[config.mk]
export PLATFORM = sky130hd
export DESIGN_NAME = pnseq_top
export DESIGN_NICKNAME = d
export VERILOG_FILES = /design/src/rtl/pnseq_pkg.sv /design/src/rtl/pnseq_timer.sv /design/src/rtl/pnseq_byte_seq.sv /design/src/rtl/pnseq_wp_ctl.sv /design/src/rtl/pnseq_top.sv
export SDC_FILE = /design/constraint.sdc
export NUM_CORES = 1
export LEC_CHECK = 0
export ABC_AREA = 1
export BUFFER_PORTS_ARGS = -buffer_cell sky130_fd_sc_hd__buf_2
export CORE_MARGIN = 1.5
export CORE_UTILIZATION = 55
export DETAILED_ROUTE_END_ITERATION = 7
export PLACE_DENSITY = 0.79
export SYNTH_ARGS = -nofsm -noshare
export SYNTH_HDL_FRONTEND = slang
export SYNTH_HIERARCHICAL = 1
export SYNTH_SLANG_ARGS = --single-unit
[constraint.sdc]
create_clock -name clk -period 4.9 [get_ports clk]
set_input_delay 0.245 -clock clk [delete_from_list [all_inputs] [get_ports clk]]
set_output_delay 0.245 -clock clk [all_outputs]
set_load 0.02 [all_outputs]
[src/rtl/pnseq_pkg.sv]
// Shared types for the NAND cycle sequencer.
// Assumes: 8-bit command codes; the program/erase command group is fixed.
package pnseq_pkg;
    typedef enum logic [1:0] {
        OP_CMD   = 2'd0,
        OP_ADDR  = 2'd1,
        OP_WRITE = 2'd2,
        OP_READ  = 2'd3
    } op_e;

    typedef enum logic [1:0] {
        PH_IDLE,
        PH_SETUP,
        PH_STROBE,
        PH_HOLD
    } phase_e;

    // True for commands that start or confirm a program or erase.
    function automatic logic is_modify(input logic [7:0] code);
        return code inside {8'h80, 8'h85, 8'h60, 8'h10, 8'hD0};
    endfunction
endpackage

[src/rtl/pnseq_timer.sv]
// Phase timer: counts down from a loaded value and flags zero.
// Assumes: load takes priority; stays at zero until reloaded.
module pnseq_timer #(
    parameter int W = 4
) (
    input  logic         clk,
    input  logic         rst_n,
    input  logic         load,
    input  logic [W-1:0] load_val,
    output logic         expired
);
    logic [W-1:0] cnt;

    // Down-counter for the current phase.
    always_ff @(posedge clk) begin
        if (!rst_n)
            cnt <= '0;
        else if (load)
            cnt <= load_val;
        else if (cnt != '0)
            cnt <= cnt - 1'b1;
    end

    assign expired = (cnt == '0);
endmodule

[src/rtl/pnseq_byte_seq.sv]
// Byte sequencer: holds the bytes of one request and presents them
// lowest first, flagging the last one.
// Assumes: count_in is at least 1 and at most NBYTE.
module pnseq_byte_seq #(
    parameter int NBYTE = 5,
    localparam int BW = 8 * NBYTE,
    localparam int CW = $clog2(NBYTE + 1)
) (
    input  logic          clk,
    input  logic          rst_n,
    input  logic          load,
    input  logic          adv,
    input  logic [BW-1:0] bytes_in,
    input  logic [CW-1:0] count_in,
    output logic [7:0]    cur_byte,
    output logic          last
);
    logic [BW-1:0] shreg;
    logic [CW-1:0] idx;
    logic [CW-1:0] count;

    // Load the request bytes, then shift one byte per advance.
    always_ff @(posedge clk) begin
        if (!rst_n) begin
            shreg <= '0;
            idx   <= '0;
            count <= CW'(1);
        end else if (load) begin
            shreg <= bytes_in;
            idx   <= '0;
            count <= count_in;
        end else if (adv) begin
            shreg <= shreg >> 8;
            idx   <= idx + 1'b1;
        end
    end

    assign cur_byte = shreg[7:0];
    assign last     = (CW'(idx + 1'b1) == count);
endmodule

[src/rtl/pnseq_wp_ctl.sv]
// Write-protect tracker: releases protection only after a command
// from the program/erase group, re-arms it on any other command.
// Assumes: cmd_accept pulses once per accepted command request.
module pnseq_wp_ctl (
    input  logic       clk,
    input  logic       rst_n,
    input  logic       cmd_accept,
    input  logic [7:0] cmd_byte,
    output logic       wp_n
);
    import pnseq_pkg::*;

    // Update the protect level when a command is taken.
    always_ff @(posedge clk) begin
        if (!rst_n)
            wp_n <= 1'b0;
        else if (cmd_accept)
            wp_n <= is_modify(cmd_byte);
    end
endmodule

[src/rtl/pnseq_top.sv]
// NAND host cycle sequencer top: accepts one request at a time and
// plays it out as setup / strobe / hold phases on the NAND bus.
// Assumes: io_out/io_oe drive an external tristate; io_in is stable
// while the read strobe is low; the bus idles in standby.
module pnseq_top #(
    parameter int TIM_W      = 4,
    parameter int ADDR_BYTES = 5,
    localparam int ADDR_W    = 8 * ADDR_BYTES,
    localparam int CW        = $clog2(ADDR_BYTES + 1)
) (
    input  logic              clk,
    input  logic              rst_n,
    input  logic              req_valid,
    input  logic [1:0]        req_op,
    input  logic [7:0]        req_byte,
    input  logic [ADDR_W-1:0] req_addr,
    input  logic              cfg_five_addr,
    input  logic [TIM_W-1:0]  cfg_tim,
    output logic              busy,
    output logic              done,
    output logic [7:0]        rd_data,
    output logic              nand_ce_n,
    output logic              nand_cle,
    output logic              nand_ale,
    output logic              nand_we_n,
    output logic              nand_re_n,
    output logic              nand_wp_n,
    output logic [7:0]        io_out,
    output logic              io_oe,
    input  logic [7:0]        io_in
);
    import pnseq_pkg::*;

    phase_e            phase;
    op_e               op_q;
    logic              accept;
    logic              expired;
    logic              tmr_load;
    logic              last;
    logic              adv;
    logic [ADDR_W-1:0] seq_bytes;
    logic [CW-1:0]     seq_count;

    assign accept   = (phase == PH_IDLE) && req_valid;
    assign tmr_load = accept || ((phase != PH_IDLE) && expired);
    assign adv      = (phase == PH_HOLD) && expired && !last;
    assign busy     = (phase != PH_IDLE);

    // Pick the byte list and its length for the incoming request.
    always_comb begin
        if (op_e'(req_op) == OP_ADDR) begin
            seq_bytes = req_addr;
            seq_count = cfg_five_addr ? CW'(ADDR_BYTES) : CW'(ADDR_BYTES - 1);
        end else begin
            seq_bytes = ADDR_W'(req_byte);
            seq_count = CW'(1);
        end
    end

    pnseq_timer #(.W(TIM_W)) u_timer (
        .clk      (clk),
        .rst_n    (rst_n),
        .load     (tmr_load),
        .load_val (cfg_tim),
        .expired  (expired)
    );

    pnseq_byte_seq #(.NBYTE(ADDR_BYTES)) u_bytes (
        .clk      (clk),
        .rst_n    (rst_n),
        .load     (accept),
        .adv      (adv),
        .bytes_in (seq_bytes),
        .count_in (seq_count),
        .cur_byte (io_out),
        .last     (last)
    );

    pnseq_wp_ctl u_wp (
        .clk        (clk),
        .rst_n      (rst_n),
        .cmd_accept (accept && (op_e'(req_op) == OP_CMD)),
        .cmd_byte   (req_byte),
        .wp_n       (nand_wp_n)
    );

    // Phase sequencing and registered bus strobes.
    always_ff @(posedge clk) begin
        if (!rst_n) begin
            phase     <= PH_IDLE;
            op_q      <= OP_CMD;
            nand_ce_n <= 1'b1;
            nand_cle  <= 1'b0;
            nand_ale  <= 1'b0;
            nand_we_n <= 1'b1;
            nand_re_n <= 1'b1;
            io_oe     <= 1'b0;
            done      <= 1'b0;
            rd_data   <= '0;
        end else begin
            done <= 1'b0;
            case (phase)
                PH_IDLE: begin
                    if (req_valid) begin
                        op_q      <= op_e'(req_op);
                        nand_ce_n <= 1'b0;
                        nand_cle  <= (op_e'(req_op) == OP_CMD);
                        nand_ale  <= (op_e'(req_op) == OP_ADDR);
                        io_oe     <= (op_e'(req_op) != OP_READ);
                        phase     <= PH_SETUP;
                    end
                end
                PH_SETUP: begin
                    if (expired) begin
                        phase <= PH_STROBE;
                        if (op_q == OP_READ)
                            nand_re_n <= 1'b0;
                        else
                            nand_we_n <= 1'b0;
                    end
                end
                PH_STROBE: begin
                    if (expired) begin
                        phase     <= PH_HOLD;
                        nand_we_n <= 1'b1;
                        nand_re_n <= 1'b1;
                        if (op_q == OP_READ)
                            rd_data <= io_in;
                    end
                end
                PH_HOLD: begin
                    if (expired) begin
                        if (last) begin
                            phase     <= PH_IDLE;
                            nand_ce_n <= 1'b1;
                            nand_cle  <= 1'b0;
                            nand_ale  <= 1'b0;
                            io_oe     <= 1'b0;
                            done      <= 1'b1;
                        end else begin
                            phase <= PH_SETUP;
                        end
                    end
                end
                default: phase <= PH_IDLE;
            endcase
        end
    end
endmodule

==> results.cfg <==
[die]
io_pins = 91
fp.dieW_um = 88.0
core_area_um2 = 6870
rows = 30
fp.dieH_um = 88.0
start_util_pct = 57.8
dieArea_um2 = 7740

[worst_setup_path]
crit_top_cell = nand2_1
startpoint_type = register
crit_path_end_kind = register
worst-setup-path-type = register to register
cp.required_ns = 5.18
reg2reg_to = u_bytes/shreg[5]
ff2ff_setup_slack_ns = 2.05
cp_slowest_stage_delay_ns = 0.79
crit_path_cell_trace = inv_1, ha_1, nand2_1, nor2_1, nand2_1, nor2_2, buf_4, nand3_1, nand3_1, nand2_1, inv_1
r2r_cells = 11
crit_fanout = 22
arrival_ns = 3.13
worst-path-buf-inv = 3
timing.critical_path.slowest_stage_cell = nor2_2
regToRegStartpoint = u_timer/cnt[0]
cpLargestDelayFamily = simple AND/OR/NAND/NOR gates

[yosys]
syn_area_per_cell_um2 = 6.21
ys.flop_type = dfxtp_1
syn-num-nets = 714
ys_types = 29
synth_edf_count = 0
ys_async_sr_fraction_pct = 0
yosysSeqAreaShare_pct = 35.3
ys_seq_elements = 70
synth_area_um2 = 3970
synth_warnings = 6
syn_inst = 639

[finish]
layoutNonFillerInstCount = 811
areaGrowthSynthToFinish_pct = 13.2
drive_gt1_share_pct = 17.3
fin_util_pct = 65.4
layout_commonest_cell = nand2_1
layout_common_cells = nand2_1 (229), inv_1 (94), buf_2 (90)
num_antenna_cells = 0
nets = 785

[grt]
globalRouteOverflowTotal = 0
grt_pass1_wl_um = 15100
antenna_found_initial = 0
grt_max_degree = 43
grt_use_total_pct = 24.2
grt_pass1_vias = 3663

[power]
peakVddDrop_mv = 0.402
p_per_area_nw_per_um2 = 474
power_leakage_nw = 2.46

[clock_tree]
cts-hold-fix-buffers = 0
clk_pin_slew_ns = 0.07
root_buffer = clkbuf_8
post_cts.repair.setup_buffers = 0
clk_latency_ns = 0.34
cts.sinks = 70
cts_tree = built
numCtsBuffers = 9
htree_levels = 3
clock_path_buffers = 2
cts_resized = 0

[routing]
vias_per_cell = 4.79
dr.first_iter.drc_count = 171
first_pass_iters = 5
wire_per_inst_um = 10.9
drc_errors = 0
drt-total-wl_um = 8820
vias = 3881
postRouteAntennaNets = 0

[hold_path]
worstHoldStart = io_in[2]
whs_endpoint = rd_data[2]
hold_path_class = primary input to register
hold_depth = 3

[placement]
gp_congestion = 0.807
numPortBuffers = 90
placed_cells = 795
hpwlAfterDp_um = 6170

[outcome]
status = completed

[timing]
hold_viol = 0
fin_tns_setup_ns = 0
rsz0062_at_grt = false
slew_viol_final = 0
timing.fmax_mhz = 351
worst_slew_pin_slew_ns = 1.02
slew_headroom_pct = 31.7
finalCritPeriodShare_pct = 58.2
period_minus_slack_ns = 2.85
setup_violations = 0
skew_ns = 0.00621

[run]
max_cap_viol_count = 0
## registers in the layout, indices dropped and copies added (netlist names)
register	count
phase	2
nand_ale	1
u_timer/cnt	4
rd_data	8
nand_we_n	1
u_bytes/shreg	40
op_q	2
nand_re_n	1
io_oe	1
u_wp/wp_n	1
done	1
u_bytes/count	3
u_bytes/idx	3
nand_cle	1
nand_ce_n	1
## power breakdown
part           internal, W  total [W]  switching (W)
sequential        0.000686   0.000763      0.0000771
clock             0.000261   0.000468       0.000208
combinational     0.000295   0.000898       0.000603
total              0.00124    0.00213       0.000888
## per-stage QoR
stage	power [W]	setup WS, ns	hold WS, ns	instance area [µm²]
global placement	0.00164	2.19	0.451	4290
finish	0.00213	2.05	0.155	4490
CTS	0.00213	2.06	0.150	4490
floorplan	0.00152	2.88	0.370	3970
detailed placement	0.00166	2.07	0.454	4290
global route	0.00230	1.79	0.162	4490
## per-layer routing
layer,vias up,global-route usage (%),routed length [µm]
met2,95,43.5,4290
li1,2058,-,-
met3,10,5.18,438
met1,1718,28.5,4010
met5,-,0,0
met4,0,7.94,83
## tightest hold or removal path: stages
cell     delay (ns)
buf_2          0.07
o21ai_0        0.07
nor2_1         0.07
## synth_stat cells, types with 2 or more instances
cell type,count,area share (%)
nand2_1,229,22
inv_1,94,8.9
nor2_1,78,7.4
dfxtp_1,70,35
nand3_1,42,5.3
a21oi_1,39,4.9
o21ai_0,16,2.0
buf_6,13,3.7
buf_4,11,2.1
ha_1,9,2.8
buf_2,8,1.0
inv_2,7,0.66
nand2_2,3,0.47
nand4_1,3,0.47
nor3_1,2,0.25
xnor2_1,2,0.44
## cell type report
class                      count  area (µm²)
tap                           96         120
timing repair buffer          93         473
clock inverter                 4        45.0
sequential                    70        1400
inverter                     102         385
fill                         646        2370
clock buffer                  12         155
multi-input combinational    434        1910
## how the worst max path moves through the flow
stage,cells past startpoint,to,slack (ns),startpoint
2_1_floorplan,10,u_timer/cnt[3],2.88,u_timer/cnt[0]
3_5_place_dp,11,u_bytes/shreg[6],2.07,u_timer/cnt[0]
3_3_place_gp,11,u_bytes/idx[2],2.19,u_timer/cnt[0]
5_1_grt,11,u_bytes/shreg[1],1.79,u_timer/cnt[0]
4_1_cts,11,u_bytes/shreg[5],2.06,u_timer/cnt[0]
6_report,11,u_bytes/shreg[5],2.05,u_timer/cnt[0]
## cell families (layout without fill, tap and decap cells)
logic type / Yosys count / after routing / share of synthesized area, %
adders and majority gates: 9 / 9 / 2.84
DFF: 70 / 70 / 35.3
other: 1 / 1 / 0.0944
buffers and inverters: 135 / 211 / 16.6
and+or+nand+nor: 363 / 363 / 37.2
AOI/OAI and AO/OA: 59 / 59 / 7.59
xor gates and xnor gates: 2 / 2 / 0.441
(Power assumes the default switching activity.)
